<file path="src/rtl/tcu_pkg.sv">
package tcu_pkg;
  localparam int ADR_CTRL = 0;
  localparam int ADR_CAPL = 1;
  localparam int ADR_CAPH = 2;
  localparam int ADR_DATA = 3;
  localparam int ADR_CNTL = 4;
  localparam int ADR_CNTH = 5;
endpackage

</file>
<file path="src/rtl/tcu_edge_sync.sv">
module tcu_edge_sync #(
  parameter int STAGES = 2
) (
  input  logic clk,
  input  logic rst,
  input  logic async_in,
  output logic rise
);
  logic [STAGES-1:0] chain;
  logic              last_q;

  always_ff @(posedge clk) begin
    if (rst) begin
      chain  <= '0;
      last_q <= 1'b0;
    end else begin
      chain  <= {chain[STAGES-2:0], async_in};
      last_q <= chain[STAGES-1];
    end
  end

  assign rise = chain[STAGES-1] & ~last_q;

  assert_single_pulse_R2: assert property (@(posedge clk) disable iff (rst)
    rise |=> !rise);
endmodule

</file>
<file path="src/rtl/tcu_counter.sv">
module tcu_counter #(
  parameter int W = 16
) (
  input  logic         clk,
  input  logic         rst,
  input  logic         en,
  output logic [W-1:0] cnt
);
  localparam logic [W-1:0] TOP = '1;

  always_ff @(posedge clk) begin
    if (rst)     cnt <= '0;
    else if (en) cnt <= cnt + 1'b1;
  end

  assert_wrap_R1: assert property (@(posedge clk) disable iff (rst)
    (en && cnt == TOP) |=> cnt == '0);
  assert_hold_R1: assert property (@(posedge clk) disable iff (rst)
    !en |=> $stable(cnt));
endmodule

</file>
<file path="src/rtl/tcu_capture.sv">
module tcu_capture #(
  parameter int W = 16
) (
  input  logic         clk,
  input  logic         rst,
  input  logic         pin_rise,
  input  logic         tick,
  input  logic         sw_req,
  input  logic [W-1:0] cnt,
  output logic [W-1:0] cap
);
  logic fire;
  assign fire = pin_rise | tick | sw_req;

  always_ff @(posedge clk) begin
    if (rst)       cap <= '0;
    else if (fire) cap <= cnt;
  end

  assert_cap_load_R6: assert property (@(posedge clk) disable iff (rst)
    fire |=> cap == $past(cnt));
  assert_cap_hold_R7: assert property (@(posedge clk) disable iff (rst)
    !fire |=> $stable(cap));
endmodule

</file>
<file path="src/rtl/tcu_regbus.sv">
module tcu_regbus #(
  parameter int BUS_W  = 8,
  parameter int ADDR_W = 3
) (
  input  logic                 clk,
  input  logic                 rst,
  input  logic [ADDR_W-1:0]    addr,
  input  logic                 wr,
  input  logic                 rd,
  input  logic [BUS_W-1:0]     wdata,
  input  logic [BUS_W-1:0]     rx_data,
  input  logic [2*BUS_W-1:0]   cap,
  input  logic [2*BUS_W-1:0]   cnt,
  output logic [BUS_W-1:0]     rdata,
  output logic [BUS_W-1:0]     tx_data,
  output logic                 sw_req
);
  import tcu_pkg::*;

  logic [BUS_W-1:0] temp_q;
  logic [BUS_W-1:0] rd_mux;
  logic             wr_ctrl;

  assign wr_ctrl = wr && (addr == ADDR_W'(ADR_CTRL));

  always_comb begin
    rd_mux = '0;
    case (addr)
      ADDR_W'(ADR_CTRL): rd_mux = {{(BUS_W-1){1'b0}}, sw_req};
      ADDR_W'(ADR_CAPL): rd_mux = cap[BUS_W-1:0];
      ADDR_W'(ADR_CAPH): rd_mux = temp_q;
      ADDR_W'(ADR_DATA): rd_mux = rx_data;
      ADDR_W'(ADR_CNTL): rd_mux = cnt[BUS_W-1:0];
      ADDR_W'(ADR_CNTH): rd_mux = temp_q;
      default:           rd_mux = '0;
    endcase
  end

  always_ff @(posedge clk) begin
    if (rst) begin
      rdata   <= '0;
      temp_q  <= '0;
      tx_data <= '0;
      sw_req  <= 1'b0;
    end else begin
      if (rd) begin
        rdata <= rd_mux;
        if (addr == ADDR_W'(ADR_CAPL)) temp_q <= cap[2*BUS_W-1:BUS_W];
        if (addr == ADDR_W'(ADR_CNTL)) temp_q <= cnt[2*BUS_W-1:BUS_W];
      end
      if (wr && addr == ADDR_W'(ADR_DATA)) tx_data <= wdata;
      if (wr_ctrl)     sw_req <= wdata[0];
      else if (sw_req) sw_req <= 1'b0;
    end
  end

  assert_swbit_clear_R4: assert property (@(posedge clk) disable iff (rst)
    (sw_req && !wr_ctrl) |=> !sw_req);
  assert_rsvd_zero_R5: assert property (@(posedge clk) disable iff (rst)
    (rd && addr == ADDR_W'(ADR_CTRL)) |=> rdata[BUS_W-1:1] == '0);
  assert_rdata_hold_R10: assert property (@(posedge clk) disable iff (rst)
    !rd |=> $stable(rdata));
  assert_temp_high_R8: assert property (@(posedge clk) disable iff (rst)
    (rd && addr == ADDR_W'(ADR_CAPL)) |=> temp_q == $past(cap[2*BUS_W-1:BUS_W]));
endmodule

</file>
<file path="src/rtl/tcu_top.sv">
module tcu_top #(
  parameter int BUS_W       = 8,
  parameter int ADDR_W      = 3,
  parameter int SYNC_STAGES = 2
) (
  input  logic              clk,
  input  logic              rst,
  input  logic              cnt_en,
  input  logic              cap_pin,
  input  logic              tick_in,
  input  logic [ADDR_W-1:0] bus_addr,
  input  logic              bus_wr,
  input  logic              bus_rd,
  input  logic [BUS_W-1:0]  bus_wdata,
  input  logic [BUS_W-1:0]  rx_data,
  output logic [BUS_W-1:0]  bus_rdata,
  output logic [BUS_W-1:0]  tx_data
);
  localparam int CNT_W = 2 * BUS_W;

  logic [CNT_W-1:0] cnt;
  logic [CNT_W-1:0] cap;
  logic             pin_rise;
  logic             sw_req;

  tcu_edge_sync #(.STAGES(SYNC_STAGES)) u_sync (
    .clk(clk), .rst(rst), .async_in(cap_pin), .rise(pin_rise)
  );

  tcu_counter #(.W(CNT_W)) u_cnt (
    .clk(clk), .rst(rst), .en(cnt_en), .cnt(cnt)
  );

  tcu_capture #(.W(CNT_W)) u_cap (
    .clk(clk), .rst(rst), .pin_rise(pin_rise), .tick(tick_in),
    .sw_req(sw_req), .cnt(cnt), .cap(cap)
  );

  tcu_regbus #(.BUS_W(BUS_W), .ADDR_W(ADDR_W)) u_bus (
    .clk(clk), .rst(rst), .addr(bus_addr), .wr(bus_wr), .rd(bus_rd),
    .wdata(bus_wdata), .rx_data(rx_data), .cap(cap), .cnt(cnt),
    .rdata(bus_rdata), .tx_data(tx_data), .sw_req(sw_req)
  );
endmodule

</file>
<file path="config.mk">
export PLATFORM = sky130hd
export DESIGN_NAME = tcu_top
export DESIGN_NICKNAME = d
export VERILOG_FILES = /design/src/rtl/tcu_pkg.sv /design/src/rtl/tcu_edge_sync.sv /design/src/rtl/tcu_counter.sv /design/src/rtl/tcu_capture.sv /design/src/rtl/tcu_regbus.sv /design/src/rtl/tcu_top.sv
export SDC_FILE = /design/constraint.sdc
export NUM_CORES = 1
export LEC_CHECK = 0
export BUFFER_PORTS_ARGS = -buffer_cell sky130_fd_sc_hd__clkbuf_2
export CORE_AREA = 2 2 127 67
export DETAILED_ROUTE_END_ITERATION = 8
export DIE_AREA = 0 0 129 69
export SLEW_MARGIN = 25
export SYNTH_ARGS = -nofsm -noshare
export SYNTH_HDL_FRONTEND = slang
export SYNTH_SLANG_ARGS = --single-unit
</file>
<file path="constraint.sdc">
create_clock -name clk -period 1.55 [get_ports clk]
set_input_delay 0.3875 -clock clk [delete_from_list [all_inputs] [get_ports clk]]
set_output_delay 0.3875 -clock clk [all_outputs]
set_load 0.01 [all_outputs]
</file>
==> flow_summary_export.csv <==
group,metric,value,unit
status,status,"finished clean",
synthesis,syn-cell-area,0.00266,mm2
finish,finalCoreUtilization,0.440,
clocking,post_cts_buffers,0,
synthesis,synth_edf_count,0,
critical_path,timing.critical_path.buf_inv,0,
timing,worst_pin_slew,581,ps
grt,antenna_found_initial,0,
critical_path,crit_type,"flop to flop",
routing,drt_wl_total,6.33,mm
synthesis,syn_inst,273,
place,io_buffers,41,
place,detailed_place_hpwl,4.71,mm
pwr,vdd_drop_max,0.000680,V
synthesis,synth_seq_cells,60,
place,dpl_cell_area,0.00309,mm2
clocking,clock_path_buffers,2,
routing,drtIter0Drc,146,
pwr,p_leak,1.36,nW
finish,seq_area,0.00120,mm2
synthesis,ys_async_sr_fraction,0,
routing,drcViolationCount,0,
critical_path,worstPathArrival,1680,ps
clocking,cts_tree,"done",
place,dp_worst_setup_slack,-126,ps
routing,drt-wirelength-per-cell,14.1,um
clocking,numCtsBuffers,9,
timing,fin_crit,1470,ps
clocking,cts.sinks,60,
timing,fin_ws,76.5,ps
routing,routed_via_density,4.70,
job,maxCapViolCount,0,
finish,syn_to_final_growth,29.3,%
clocking,h-tree-depth,3,
floorplan,start_util,0.341,
finish,drive_above_1_share,0.306,
critical_path,cp-start-kind,"flop",
finish,fill_cells,758,
floorplan,top_level_ports,42,
routing,first_pass_iters,4,
finish,final_common_cell,"dfxtp_1",
grt,grt_pass1_vias,2005,
finish,layout_common_cells,"60 x dfxtp_1, 48 x nor2_1, 41 x clkbuf_2, 24 x mux2i_1, 24 x nand2_1",
timing,finClkSkew,6.02,ps
synthesis,ys_warn_count,0,
clocking,ctsRootBufferMaster,"clkbuf_16",
synthesis,ys_seq_area_frac,0.452,
floorplan,dieArea,0.00890,mm2
synthesis,synth_nets,300,
timing,fmax,679,MHz
critical_path,cp_slowest_stage_delay,410,ps
finish,num_antenna_cells,0,
timing,period_share,0.951,
clocking,clk_pin_slew,50,ps
synthesis,synth_flop_cell,"dfxtp_1",
grt,grt_max_degree,44,
finish,final_cell_area,0.00343,mm2
timing,relSlewSlack,0.611,
critical_path,cp-end-kind,"flop",
pwr,power_density,1200,mW/mm2
critical_path,slowest_stage,"dfxtp_1",
grt,grt_usage,0.160,
critical_path,path_delay_family,"simple AND/OR/NAND/NOR gates",
routing,postRouteAntennaNets,0,
grt,grt_remaining_overflow,0,
hold_path,hp-class,"primary input to flop",
routing,vias,2111,
critical_path,path_max_fanout,6,
timing,finalHoldViolations,0,
critical_path,required,1750,ps
synthesis,synth.avg_cell_area,9.73,um2
finish,multi_input_area,0.00131,mm2
grt,grt_pass1_wl,10.7,mm
place,place.gp.congestion,0.831,
floorplan,core_area,0.00780,mm2
floorplan,num_rows,23,
critical_path,crit_chain,"ha_1 > nand3_1 > nor4_1 > xnor2_1 > nor2_1",
clocking,clk_latency,330,ps
timing,setup_viol,0,
floorplan,die_x,129,um
floorplan,die_h,69,um
timing,rsz0062_at_grt,"true",
finish,nets,359,
synthesis,synth.distinct_cells,35,
timing,slew_violations,0,
logic make-up after synthesis:
logic type	Yosys count	synth area share
muxes	32	0.124
adders and majority gates	1	0.00471
DFF	60	0.452
and+or+nand+nor	105	0.195
AOI/OAI and AO/OA	38	0.118
buffers and inverters	22	0.0570
xor gates and xnor gates	15	0.0495
metal layers:
| metal | routed length [um] | global-route usage |
|---|---|---|
| met5 | 0 | 0 |
| met1 | 3500 | 0.248 |
| met4 | 108 | 0.0652 |
| met2 | 2310 | 0.192 |
| met3 | 413 | 0.0567 |
power breakdown:
group          leakage [nW]  switching, mW  internal, mW  total [mW]
Sequential            0.486         0.0253          1.58        1.60
Combinational         0.703          0.152         0.137       0.289
Clock                 0.169          0.682          1.53        2.21
Total                  1.36          0.859          3.25        4.10
metrics by stage:
step | TNS [ps] | power (mW) | hold WS, ps | std cells
finish | 0 | 4.10 | 270 | 449
detailed placement | -1470 | 1.93 | 426 | 433
CTS | 0 | 4.17 | 255 | 449
floorplan | 0 | 1.82 | 414 | 273
global placement | -1370 | 1.92 | 425 | 433
global route | -39.5 | 4.26 | 277 | 449
synth_stat cells, types with 3 or more instances:
cell type / n / area, um2
dfxtp_1: 60 / 1200
nor2_1: 48 / 180
mux2i_1: 24 / 240
nand2_1: 24 / 90.1
a21oi_1: 11 / 55.1
xnor2_1: 11 / 96.3
a221o_1: 8 / 80.1
mux2_2: 8 / 90.1
a22oi_1: 7 / 52.6
buf_6: 7 / 78.8
a211oi_2: 6 / 75.1
nand4_1: 5 / 31.3
nor4_1: 5 / 31.3
buf_2: 4 / 20.0
clkbuf_1: 4 / 15.0
inv_1: 4 / 15.0
nor2b_1: 4 / 25.0
nor3_1: 4 / 20.0
xor2_1: 4 / 35.0
buf_4: 3 / 22.5
nand3_1: 3 / 15.0
o21ai_0: 3 / 15.0
worst paths after layout:
check,slack [ps],end,cells after the start,from
max reg2reg,80,u_cnt.cnt[14],5,u_cnt.cnt[1]
min,270,u_sync.chain[0],2,cap_pin
max,80,u_cnt.cnt[14],5,u_cnt.cnt[1]
min reg2reg,430,u_sync.chain[1],1,u_sync.chain[0]
worst register-to-register path, cell delays in order (launching register included):
cell	delay [ps]
dfxtp_1	410
ha_1	200
nand3_1	190
nor4_1	340
xnor2_1	160
nor2_1	50
sequential cells by signal, summed over array words and instances (netlist names):
register and count:
u_bus.sw_req 1, u_bus.tx_data 8, u_bus.temp_q 8, u_cnt.cnt 16
u_bus.rdata 8, u_sync.chain 2, u_cap.cap 16, u_sync.last_q 1
layout make-up:
| cell class | instances | area share |
|---|---|---|
| multi-input cells | 191 | 0.382 |
| flip-flops and latches | 60 | 0.350 |
| repair buffers | 66 | 0.125 |
| clock buffers | 12 | 0.0776 |
| inverters | 4 | 0.00437 |
| well taps | 112 | 0.0408 |
| clock inverters | 4 | 0.0204 |
timing repair:
action,in CTS,in global routing
setup endpoints to repair,0,4
gates resized for setup,0,1
hold buffers,0,0
No activity file was read; power rests on OpenSTA's default activity.
